[config.mk]
export PLATFORM = sky130hd
export DESIGN_NAME = ctx_tlb
export DESIGN_NICKNAME = d
export VERILOG_FILES = /design/src/rtl/ctx_tlb_pkg.sv /design/src/rtl/ctx_tlb_match.sv /design/src/rtl/ctx_tlb_victim.sv /design/src/rtl/ctx_tlb.sv
export SDC_FILE = /design/constraint.sdc
export NUM_CORES = 2
export LEC_CHECK = 0
export BUFFER_PORTS_ARGS = -buffer_cell sky130_fd_sc_hd__buf_2
export CORE_ASPECT_RATIO = 1.25
export CORE_UTILIZATION = 40
export CTS_CLUSTER_SIZE = 20
export DETAILED_ROUTE_END_ITERATION = 10
export PLACE_DENSITY = 0.61
export SLEW_MARGIN = 20
export SYNTH_ARGS = -nofsm -noshare
export SYNTH_HDL_FRONTEND = slang
export SYNTH_HIERARCHICAL = 1
export SYNTH_SLANG_ARGS = --single-unit
[constraint.sdc]
create_clock -name clk -period 20.4 [get_ports clk]
set_input_delay 1.02 -clock clk [delete_from_list [all_inputs] [get_ports clk]]
set_output_delay 1.02 -clock clk [all_outputs]
set_load 0.01 [all_outputs]
[src/rtl/ctx_tlb_pkg.sv]
package ctx_tlb_pkg;

  localparam int VA_W       = 40;
  localparam int CTX_W      = 4;
  localparam int FRAG_W     = 5;
  localparam int PAGE_SHIFT = 12;

  typedef struct packed {
    logic              vld;
    logic [CTX_W-1:0]  ctx;
    logic [VA_W-1:0]   vbase;
    logic [VA_W-1:0]   pbase;
    logic [FRAG_W-1:0] frag;
    logic              rd;
    logic              wr;
    logic              snoop;
    logic              sys;
  } tlb_ent_t;

  // ones on every address bit inside a fragment, clamped to the space
  function automatic logic [VA_W-1:0] frag_low_mask(input logic [FRAG_W-1:0] frag);
    int unsigned sh;
    logic [VA_W-1:0] one;
    one = 1;
    sh  = PAGE_SHIFT + int'(frag);
    if (sh >= VA_W) return '1;
    return (one << sh) - one;
  endfunction

  function automatic logic entry_covers(input tlb_ent_t e,
                                        input logic [CTX_W-1:0] ctx,
                                        input logic [VA_W-1:0] va);
    logic [VA_W-1:0] keep;
    keep = ~frag_low_mask(e.frag);
    return e.vld && (e.ctx == ctx) && (((e.vbase ^ va) & keep) == '0);
  endfunction

  function automatic logic [VA_W-1:0] join_pa(input logic [VA_W-1:0] pbase,
                                              input logic [VA_W-1:0] va,
                                              input logic [FRAG_W-1:0] frag);
    logic [VA_W-1:0] m;
    m = frag_low_mask(frag);
    return (pbase & ~m) | (va & m);
  endfunction

endpackage

[src/rtl/ctx_tlb_match.sv]
module ctx_tlb_match
  import ctx_tlb_pkg::*;
#(
  parameter int NUM_ENT = 8,
  parameter int IDX_W   = $clog2(NUM_ENT)
) (
  input  tlb_ent_t [NUM_ENT-1:0] ents,
  input  logic [CTX_W-1:0]       ctx,
  input  logic [VA_W-1:0]        va,
  output logic [NUM_ENT-1:0]     hit_vec,
  output logic                   any_hit,
  output logic [IDX_W-1:0]       hit_idx
);

  for (genvar g = 0; g < NUM_ENT; g++) begin : g_cmp
    assign hit_vec[g] = entry_covers(ents[g], ctx, va);
  end

  assign any_hit = |hit_vec;

  // lowest index wins when entries overlap
  always_comb begin
    hit_idx = '0;
    for (int i = NUM_ENT - 1; i >= 0; i--) begin
      if (hit_vec[i]) hit_idx = IDX_W'(i);
    end
  end

endmodule

[src/rtl/ctx_tlb_victim.sv]
module ctx_tlb_victim #(
  parameter int NUM_ENT = 8,
  parameter int IDX_W   = $clog2(NUM_ENT)
) (
  input  logic               clk,
  input  logic               rst_n,
  input  logic [NUM_ENT-1:0] valid_vec,
  input  logic               take,
  output logic [IDX_W-1:0]   victim_idx,
  output logic               full
);

  localparam logic [IDX_W-1:0] LAST = IDX_W'(NUM_ENT - 1);

  logic [IDX_W-1:0] rr_ptr;
  logic [IDX_W-1:0] free_idx;
  logic             rr_step;

  always_comb begin
    free_idx = '0;
    for (int i = NUM_ENT - 1; i >= 0; i--) begin
      if (!valid_vec[i]) free_idx = IDX_W'(i);
    end
  end

  assign full       = &valid_vec;
  assign victim_idx = full ? rr_ptr : free_idx;
  assign rr_step    = take && full;

  always_ff @(posedge clk) begin
    if (!rst_n)       rr_ptr <= '0;
    else if (rr_step) rr_ptr <= (rr_ptr == LAST) ? '0 : rr_ptr + 1'b1;
  end

  p_free_first_r9: assert property (@(posedge clk) disable iff (!rst_n)
    (take && !full) |-> !valid_vec[victim_idx]);

  p_rr_hold_r9: assert property (@(posedge clk) disable iff (!rst_n)
    !rr_step |=> $stable(rr_ptr));

  p_rr_wrap_r9: assert property (@(posedge clk) disable iff (!rst_n)
    (rr_step && rr_ptr == LAST) |=> (rr_ptr == '0));

endmodule

[src/rtl/ctx_tlb.sv]
module ctx_tlb
  import ctx_tlb_pkg::*;
#(
  parameter int NUM_ENT = 8
) (
  input  logic              clk,
  input  logic              rst_n,
  input  logic              lk_valid,
  input  logic [CTX_W-1:0]  lk_ctx,
  input  logic [VA_W-1:0]   lk_va,
  input  logic              lk_write,
  output logic              rsp_valid,
  output logic              rsp_hit,
  output logic              rsp_fault,
  output logic [VA_W-1:0]   rsp_pa,
  output logic              rsp_rd,
  output logic              rsp_wr,
  output logic              rsp_snoop,
  output logic              rsp_sys,
  input  logic              fill_valid,
  input  logic [CTX_W-1:0]  fill_ctx,
  input  logic [VA_W-1:0]   fill_va,
  input  logic [VA_W-1:0]   fill_pa,
  input  logic [FRAG_W-1:0] fill_frag,
  input  logic              fill_rd,
  input  logic              fill_wr,
  input  logic              fill_snoop,
  input  logic              fill_sys,
  input  logic              flush_valid,
  input  logic [CTX_W-1:0]  flush_ctx
);

  localparam int IDX_W = (NUM_ENT > 1) ? $clog2(NUM_ENT) : 1;

  tlb_ent_t [NUM_ENT-1:0] ents;
  logic     [NUM_ENT-1:0] valid_vec;
  logic     [NUM_ENT-1:0] lk_hit_vec;
  logic                   lk_match_any;
  logic     [IDX_W-1:0]   lk_idx;
  tlb_ent_t               lk_ent;
  logic                   lk_perm_ok;
  logic                   fill_drop;
  logic                   fill_go;
  logic     [IDX_W-1:0]   victim_idx;
  logic                   set_full;
  tlb_ent_t               new_ent;

  for (genvar g = 0; g < NUM_ENT; g++) begin : g_vld
    assign valid_vec[g] = ents[g].vld;
  end

  ctx_tlb_match #(.NUM_ENT(NUM_ENT), .IDX_W(IDX_W)) u_match (
    .ents    (ents),
    .ctx     (lk_ctx),
    .va      (lk_va),
    .hit_vec (lk_hit_vec),
    .any_hit (lk_match_any),
    .hit_idx (lk_idx)
  );

  assign fill_drop = fill_valid && flush_valid && (flush_ctx == fill_ctx);
  assign fill_go   = fill_valid && !fill_drop;

  ctx_tlb_victim #(.NUM_ENT(NUM_ENT), .IDX_W(IDX_W)) u_victim (
    .clk        (clk),
    .rst_n      (rst_n),
    .valid_vec  (valid_vec),
    .take       (fill_go),
    .victim_idx (victim_idx),
    .full       (set_full)
  );

  // refill addresses are stored aligned to their fragment
  always_comb begin
    new_ent       = '0;
    new_ent.vld   = 1'b1;
    new_ent.ctx   = fill_ctx;
    new_ent.vbase = fill_va & ~frag_low_mask(fill_frag);
    new_ent.pbase = fill_pa & ~frag_low_mask(fill_frag);
    new_ent.frag  = fill_frag;
    new_ent.rd    = fill_rd;
    new_ent.wr    = fill_wr;
    new_ent.snoop = fill_snoop;
    new_ent.sys   = fill_sys;
  end

  for (genvar g = 0; g < NUM_ENT; g++) begin : g_ent
    always_ff @(posedge clk) begin
      if (!rst_n) begin
        ents[g] <= '0;
      end else if (fill_go && victim_idx == IDX_W'(g)) begin
        ents[g] <= new_ent;
      end else if (flush_valid && ents[g].ctx == flush_ctx) begin
        ents[g].vld <= 1'b0;
      end
    end
  end

  assign lk_ent     = ents[lk_idx];
  assign lk_perm_ok = lk_write ? lk_ent.wr : lk_ent.rd;

  always_ff @(posedge clk) begin
    if (!rst_n) begin
      rsp_valid <= 1'b0;
      rsp_hit   <= 1'b0;
      rsp_fault <= 1'b0;
      rsp_pa    <= '0;
      rsp_rd    <= 1'b0;
      rsp_wr    <= 1'b0;
      rsp_snoop <= 1'b0;
      rsp_sys   <= 1'b0;
    end else begin
      rsp_valid <= lk_valid;
      rsp_hit   <= lk_valid && lk_match_any && lk_perm_ok;
      rsp_fault <= lk_valid && lk_match_any && !lk_perm_ok;
      if (lk_valid && lk_match_any) begin
        rsp_pa    <= join_pa(lk_ent.pbase, lk_va, lk_ent.frag);
        rsp_rd    <= lk_ent.rd;
        rsp_wr    <= lk_ent.wr;
        rsp_snoop <= lk_ent.snoop;
        rsp_sys   <= lk_ent.sys;
      end else begin
        rsp_pa    <= '0;
        rsp_rd    <= 1'b0;
        rsp_wr    <= 1'b0;
        rsp_snoop <= 1'b0;
        rsp_sys   <= 1'b0;
      end
    end
  end

  // ---- checks ----
  logic [CTX_W-1:0]   flush_ctx_q;
  logic [NUM_ENT-1:0] flush_residue;

  always_ff @(posedge clk) begin
    if (!rst_n) flush_ctx_q <= '0;
    else        flush_ctx_q <= flush_ctx;
  end

  for (genvar g = 0; g < NUM_ENT; g++) begin : g_res
    assign flush_residue[g] = ents[g].vld && (ents[g].ctx == flush_ctx_q);
  end

  p_rsp_follow_r2: assert property (@(posedge clk) disable iff (!rst_n)
    lk_valid |=> rsp_valid);

  p_rsp_quiet_r2: assert property (@(posedge clk) disable iff (!rst_n)
    !lk_valid |=> !rsp_valid);

  p_hit_or_fault_r6: assert property (@(posedge clk) disable iff (!rst_n)
    !(rsp_hit && rsp_fault));

  p_fault_has_match_r6: assert property (@(posedge clk) disable iff (!rst_n)
    lk_valid && !lk_match_any |=> !rsp_fault && !rsp_hit);

  p_miss_zero_r7: assert property (@(posedge clk) disable iff (!rst_n)
    (rsp_valid && !rsp_hit && !rsp_fault) |->
      (rsp_pa == '0 && !rsp_rd && !rsp_wr && !rsp_snoop && !rsp_sys));

  p_flush_clean_r8: assert property (@(posedge clk) disable iff (!rst_n)
    flush_valid |=> (flush_residue == '0));

  p_drop_no_grow_r10: assert property (@(posedge clk) disable iff (!rst_n)
    fill_drop |=> $countones(valid_vec) <= $past($countones(valid_vec)));

endmodule

Word-level counts from Yosys, hierarchy flattened
Cells that the tools add are included.
Operators by class
  add/subtract/negate cells: 21
  $lt $le $gt $ge: 11
  eq/ne operators: 25
  shift operators: 10
  multiplexer cells: 71
  bitwise operators: 31
  reductions and logical operators: 61
Operators by type and width (count)
  40-bit 2-to-1 mux: 22
  40-bit AND: 12
  40-bit inverter: 10
  40-bit by 1-bit subtractor with 40-bit output, second input constant: 10
  40-bit zero test: 8
  1-bit by 32-bit left shift with 40-bit output, first input constant: 8
  40-bit XOR: 8
  94-bit binary-select mux with 3-bit select: 1
  32-bit by 6-bit >= comparator with 1-bit output, second input constant: 8
  1-bit by 6-bit left shift with 40-bit output, first input constant: 2
  4-bit equality test: 17
  4-bit by 5-bit adder with 6-bit output, first input constant: 10
  3-bit 2-to-1 mux: 18
  49-bit 2-to-1 mux: 1
  40-bit bitwise OR: 1
  1-bit logical AND: 39
  1-bit 2-to-1 mux: 29
  2-bit nonzero test: 8
  3-bit equality test, second input constant: 5
  6-bit >= comparator, second input constant: 2
  8-bit AND reduction: 1
  8-bit OR reduction: 1
  3-bit by 2-bit equality test with 1-bit output, second input constant: 2
  3-bit by 4-bit < comparator with 1-bit output, second input constant: 1
  other kinds (5): 6
Word-level totals
  register bits: 802
  output and inout bits: 47
  logic and storage cells: 311

Longest topological paths before layout
  depth after elaboration: 29
  mapped depth: 37
  depth with buffers taken out: 30

Hierarchy
The synthesis kept the hierarchy.
Modules (own cells, without submodules)
  ctx_tlb: instances 1, cells each 4072, area an instance 34551.9 um^2, seq. area each 15995.3 um^2
  ctx_tlb_match: instances 1, cells each 1919, area an instance 12655.9 um^2, seq. area each 0.0 um^2
  ctx_tlb_victim: instances 1, cells each 31, area an instance 254.0 um^2, seq. area each 60.1 um^2

Least setup slack after synthesis
Ideal clock, no wire load.
  kind: register to register
  from: reg, netlist name ents[570]
  to: reg rsp_pa[26]
  library setup time: 0.071 ns
  data arrival time: 8.011 ns
  required time: 20.329 ns
  setup slack: 12.318 ns
  cell stages (with the launch flop): 36
  path buffers: 8
  clock period less this slack: 8.082 ns
  cell sequence: dfxtp_1 > buf_2 > clkbuf_1 > inv_1 > ha_1 > or4b_4 > nand2_1 > nand3_1 > ha_1 > and4b_1 > a31o_2 > buf_2 > nor4b_2 > a211oi_1 > a2111o_1 > or4_1 > a21oi_2 > nor2_1 > nor3_1 > o21a_1 > clkbuf_1 > mux4_2 > mux2i_1 > clkbuf_1 > ha_1 > clkbuf_1 > clkbuf_1 > nand4_1 > ha_1 > inv_1 > or3_1 > buf_6 > a221oi_4 > xnor2_1 > or3_1 > a21oi_1
Between the ends
  longest elaborated chain between the ends: 28
RTL lines
  4-bit by 5-bit adder with 6-bit output (*): line ctx_tlb_pkg.sv:25  | sh = PAGE_SHIFT + int'(frag);
  1-bit by 32-bit left shift with 40-bit output / 32-bit by 6-bit >= comparator with 1-bit output (equally long branches): line ctx_tlb_pkg.sv:27, ctx_tlb_pkg.sv:26
  40-bit by 1-bit subtractor with 40-bit output / 1-bit 2-to-1 mux (equally long branches): line ctx_tlb_pkg.sv:27, ctx_tlb_pkg.sv:26
  40-bit 2-to-1 mux (*): line ctx_tlb_pkg.sv:27  | return (one << sh) - one;
  40-bit inverter (*): line ctx_tlb_pkg.sv:34  | keep = ~frag_low_mask(e.frag);
  40-bit AND (*): line ctx_tlb_pkg.sv:35  | return e.vld && (e.ctx == ctx) && (((e.vbase ^ va) & keep) == '0);
  40-bit zero test (*): line ctx_tlb_pkg.sv:35
  1-bit logical AND (*): line ctx_tlb_pkg.sv:35
  net lk_hit_vec[6]: line ctx_tlb.sv:37  | logic [NUM_ENT-1:0] lk_hit_vec;
  3-bit 2-to-1 mux (*) (7 in series): line ctx_tlb_match.sv:25  | if (hit_vec[i]) hit_idx = IDX_W'(i);
  net lk_idx[1]: line ctx_tlb.sv:39  | logic [IDX_W-1:0] lk_idx;
  94-bit binary-select mux with 3-bit select (*): line ctx_tlb.sv:99  | assign lk_ent = ents[lk_idx];
  49-bit 2-to-1 mux (implied by the code) (*): line ctx_tlb.sv:99
  parallel branches: the longest is 10 deep, another holds 40-bit by 1-bit subtractor with 40-bit output
  40-bit bitwise OR (*): line ctx_tlb_pkg.sv:43  | return (pbase & ~m) | (va & m);
  to (signal assigned): line ctx_tlb.sv:117  | rsp_pa <= join_pa(lk_ent.pbase, lk_va, lk_ent.frag);
  to (decl): line ctx_tlb.sv:15  | output logic [VA_W-1:0] rsp_pa,
Mark *: on every way through the listed nets, which the timed path passes. The select of a mux whose other input is x is not followed.
A chain may end at the register's enable or synchronous reset.

Final worst setup path
  from: reg, netlist name ents[665]
  to: reg rsp_pa[14]
Between the ends
  longest elaborated chain between the ends: 29
RTL lines (line)
  4-bit by 5-bit adder with 6-bit output (*): ctx_tlb_pkg.sv:25
  1-bit by 32-bit left shift with 40-bit output / 32-bit by 6-bit >= comparator with 1-bit output (equally long branches): ctx_tlb_pkg.sv:27, ctx_tlb_pkg.sv:26
  40-bit by 1-bit subtractor with 40-bit output / 1-bit 2-to-1 mux (equally long branches): ctx_tlb_pkg.sv:27, ctx_tlb_pkg.sv:26
  40-bit 2-to-1 mux (*): ctx_tlb_pkg.sv:27
  40-bit inverter (*): ctx_tlb_pkg.sv:34
  40-bit AND (*): ctx_tlb_pkg.sv:35
  40-bit zero test (*): ctx_tlb_pkg.sv:35
  1-bit logical AND (*): ctx_tlb_pkg.sv:35
  3-bit 2-to-1 mux (*) (8 in series): ctx_tlb_match.sv:25
  net lk_idx[0]: ctx_tlb.sv:39
  94-bit binary-select mux with 3-bit select (*): ctx_tlb.sv:99
  49-bit 2-to-1 mux (implied by the code) (*): ctx_tlb.sv:99
  parallel branches: the longest is 10 deep, another holds 40-bit by 1-bit subtractor with 40-bit output
  40-bit bitwise OR (*): ctx_tlb_pkg.sv:43
Marks and branches as above.

==> impl_metrics.json <==
{
  "grt_overflow": 0,
  "avgRoutedWirePerCell_um": 27.6,
  "start_util": 0.405,
  "insertion_delay_ns": 0.74,
  "dieArea_mm2": 0.120,
  "ctsHoldBuffers": 0,
  "finish.net_count": 6021,
  "hold_path.startpoint": "ents[387]",
  "endpoint_kind": "register",
  "cts.repair.resized": 0,
  "grt_max_degree": 229,
  "ir_worst_vdd_mv": 0.0755,
  "cts_tree": "yes",
  "wirelength_um": 207000,
  "cp-start-kind": "register",
  "power_leakage_nw": 17.5,
  "critical_path_class": "register to register",
  "drt_pass1_iterations": 6,
  "port_buffers": 193,
  "tightest_slew_ns": 1.28,
  "crit_buf_inv": 3,
  "power.density_mw_per_mm2": 72.5,
  "placedCellCount": 7314,
  "detailed_place_hpwl_um": 136000,
  "cp_slowest_cell": "ha_1",
  "multi_input_area_mm2": 0.0290,
  "die_h_um": 387,
  "report.final.slew_viol_count": 0,
  "tns_ns": 0,
  "grt_pass1_vias": 41900,
  "ff2ff_path_depth": 29,
  "htree_levels": 3,
  "min_period_ns": 10.33,
  "crit_start": "ents[665]",
  "path_clk_slew_ns": 0.06,
  "coreArea_mm2": 0.117,
  "min_path_cells": 2,
  "final_cell_count_no_fill": 7482,
  "place_congestion": 0.982,
  "post_cts_buffers": 0,
  "fin_util": 0.446,
  "area_delta_synth_final_pct": 10.2,
  "final_common_cell": "nand2_1",
  "crit_cells": 29,
  "rows": 140,
  "layout_common_cells": "nand2_1, dfxtp_1, a21boi_0",
  "drv_cap": 0,
  "syn_nets": 6181,
  "syn_area_per_cell_um2": 7.89,
  "cp.required_ns": 21.03,
  "drtAntennaViolNets": 0,
  "fillers": 11900,
  "crit_family": "simple AND/OR/NAND/NOR gates",
  "fin_worst_skew_ns": 0.0708,
  "cts_sinks": 802,
  "die-width_um": 310,
  "setup_violations": 0,
  "yosys_warnings": 6,
  "antenna_found_initial": 14,
  "viasPerCell": 6.05,
  "via_count": 45200,
  "rr_startpoint": "ents[665]",
  "period_share": 0.506,
  "min-delay-path-class": "register to register",
  "synth_cells": 6002,
  "ios": 194,
  "grt_first_pass_wirelength_um": 295000,
  "first_iter_violations": 5298,
  "slew_headroom": 0.148,
  "grt_util_all_layers": 0.336,
  "worst-path-max-fanout": 25,
  "cts-root-buf": "clkbuf_16",
  "mappedNetlistArea_mm2": 0.0473,
  "layout.area.seq_mm2": 0.0161,
  "finalHoldViolCount": 0,
  "drive_gt1_frac": 0.108,
  "clock_path_buffers": 3,
  "cts_buffers": 88,
  "fin_area_mm2": 0.0522,
  "slowest_delay_ns": 0.80,
  "arrival_ns": 10.96,
  "placed_area_mm2": 0.0491,
  "drc": 0,
  "max_freq_mhz": 96.8,
  "outcome": "finished clean",
  "rsz0062_at_grt": "false"
}
## worst min-delay path, delay by kind of cell, from the launching register on
| kind | cells | cell delay (ns) |
|---|---|---|
| AND/OR/NAND/NOR | 1 | 0.04 |
| flip-flops | 1 | 0.30 |
| AO/OA/AOI/OAI | 1 | 0.06 |
## stage by stage
| step | hold slack [ns] | total power, mW | worst slack (ns) |
|---|---|---|---|
| after global routing | 0.481 | 3.88 | 9.46 |
| final | 0.462 | 3.78 | 10.07 |
| after detailed placement | 0.455 | 2.08 | 10.27 |
| after CTS | 0.464 | 3.78 | 10.27 |
| after floorplan | 0.438 | 1.89 | 12.32 |
| after global placement | 0.447 | 2.08 | 10.21 |
## per-layer routing
layer  routed length (um)  track usage  share of wire  up-vias
met4                14600        0.215          0.071       10
met3                20000       0.0615          0.096      594
li1                     -            -              -    20300
met5                   60            0        0.00029        -
met1                80700        0.430           0.39    21800
met2                91500        0.518           0.44     2515
## state kept, by name, indices dropped and copies added (netlist names)
signal	cells
ents	752
rsp_wr	1
rsp_valid	1
rsp_fault	1
rsp_pa	40
rsp_sys	1
u_victim/rr_ptr	3
rsp_hit	1
rsp_snoop	1
rsp_rd	1
## final timing paths
kind,end,slack (ns)
setup reg to reg,rsp_pa[14],10.07
hold / removal,ents[387],0.46
setup / recovery,rsp_pa[14],10.07
hold reg to reg,ents[387],0.46
## report_power, final
group          internal, mW  switching, mW
clock network         0.985          0.739
logic                 0.133          0.338
registers              1.58         0.0109
total                  2.70           1.09
## cell type report
class,count,area share
tap,1562,0.0375
multi-input combinational,4588,0.556
clock inverter,42,0.0122
inverter,61,0.00439
clock buffer,121,0.0473
sequential,802,0.308
timing repair buffer,301,0.0345
antenna,5,0.000240
(Power assumes the default switching activity.)
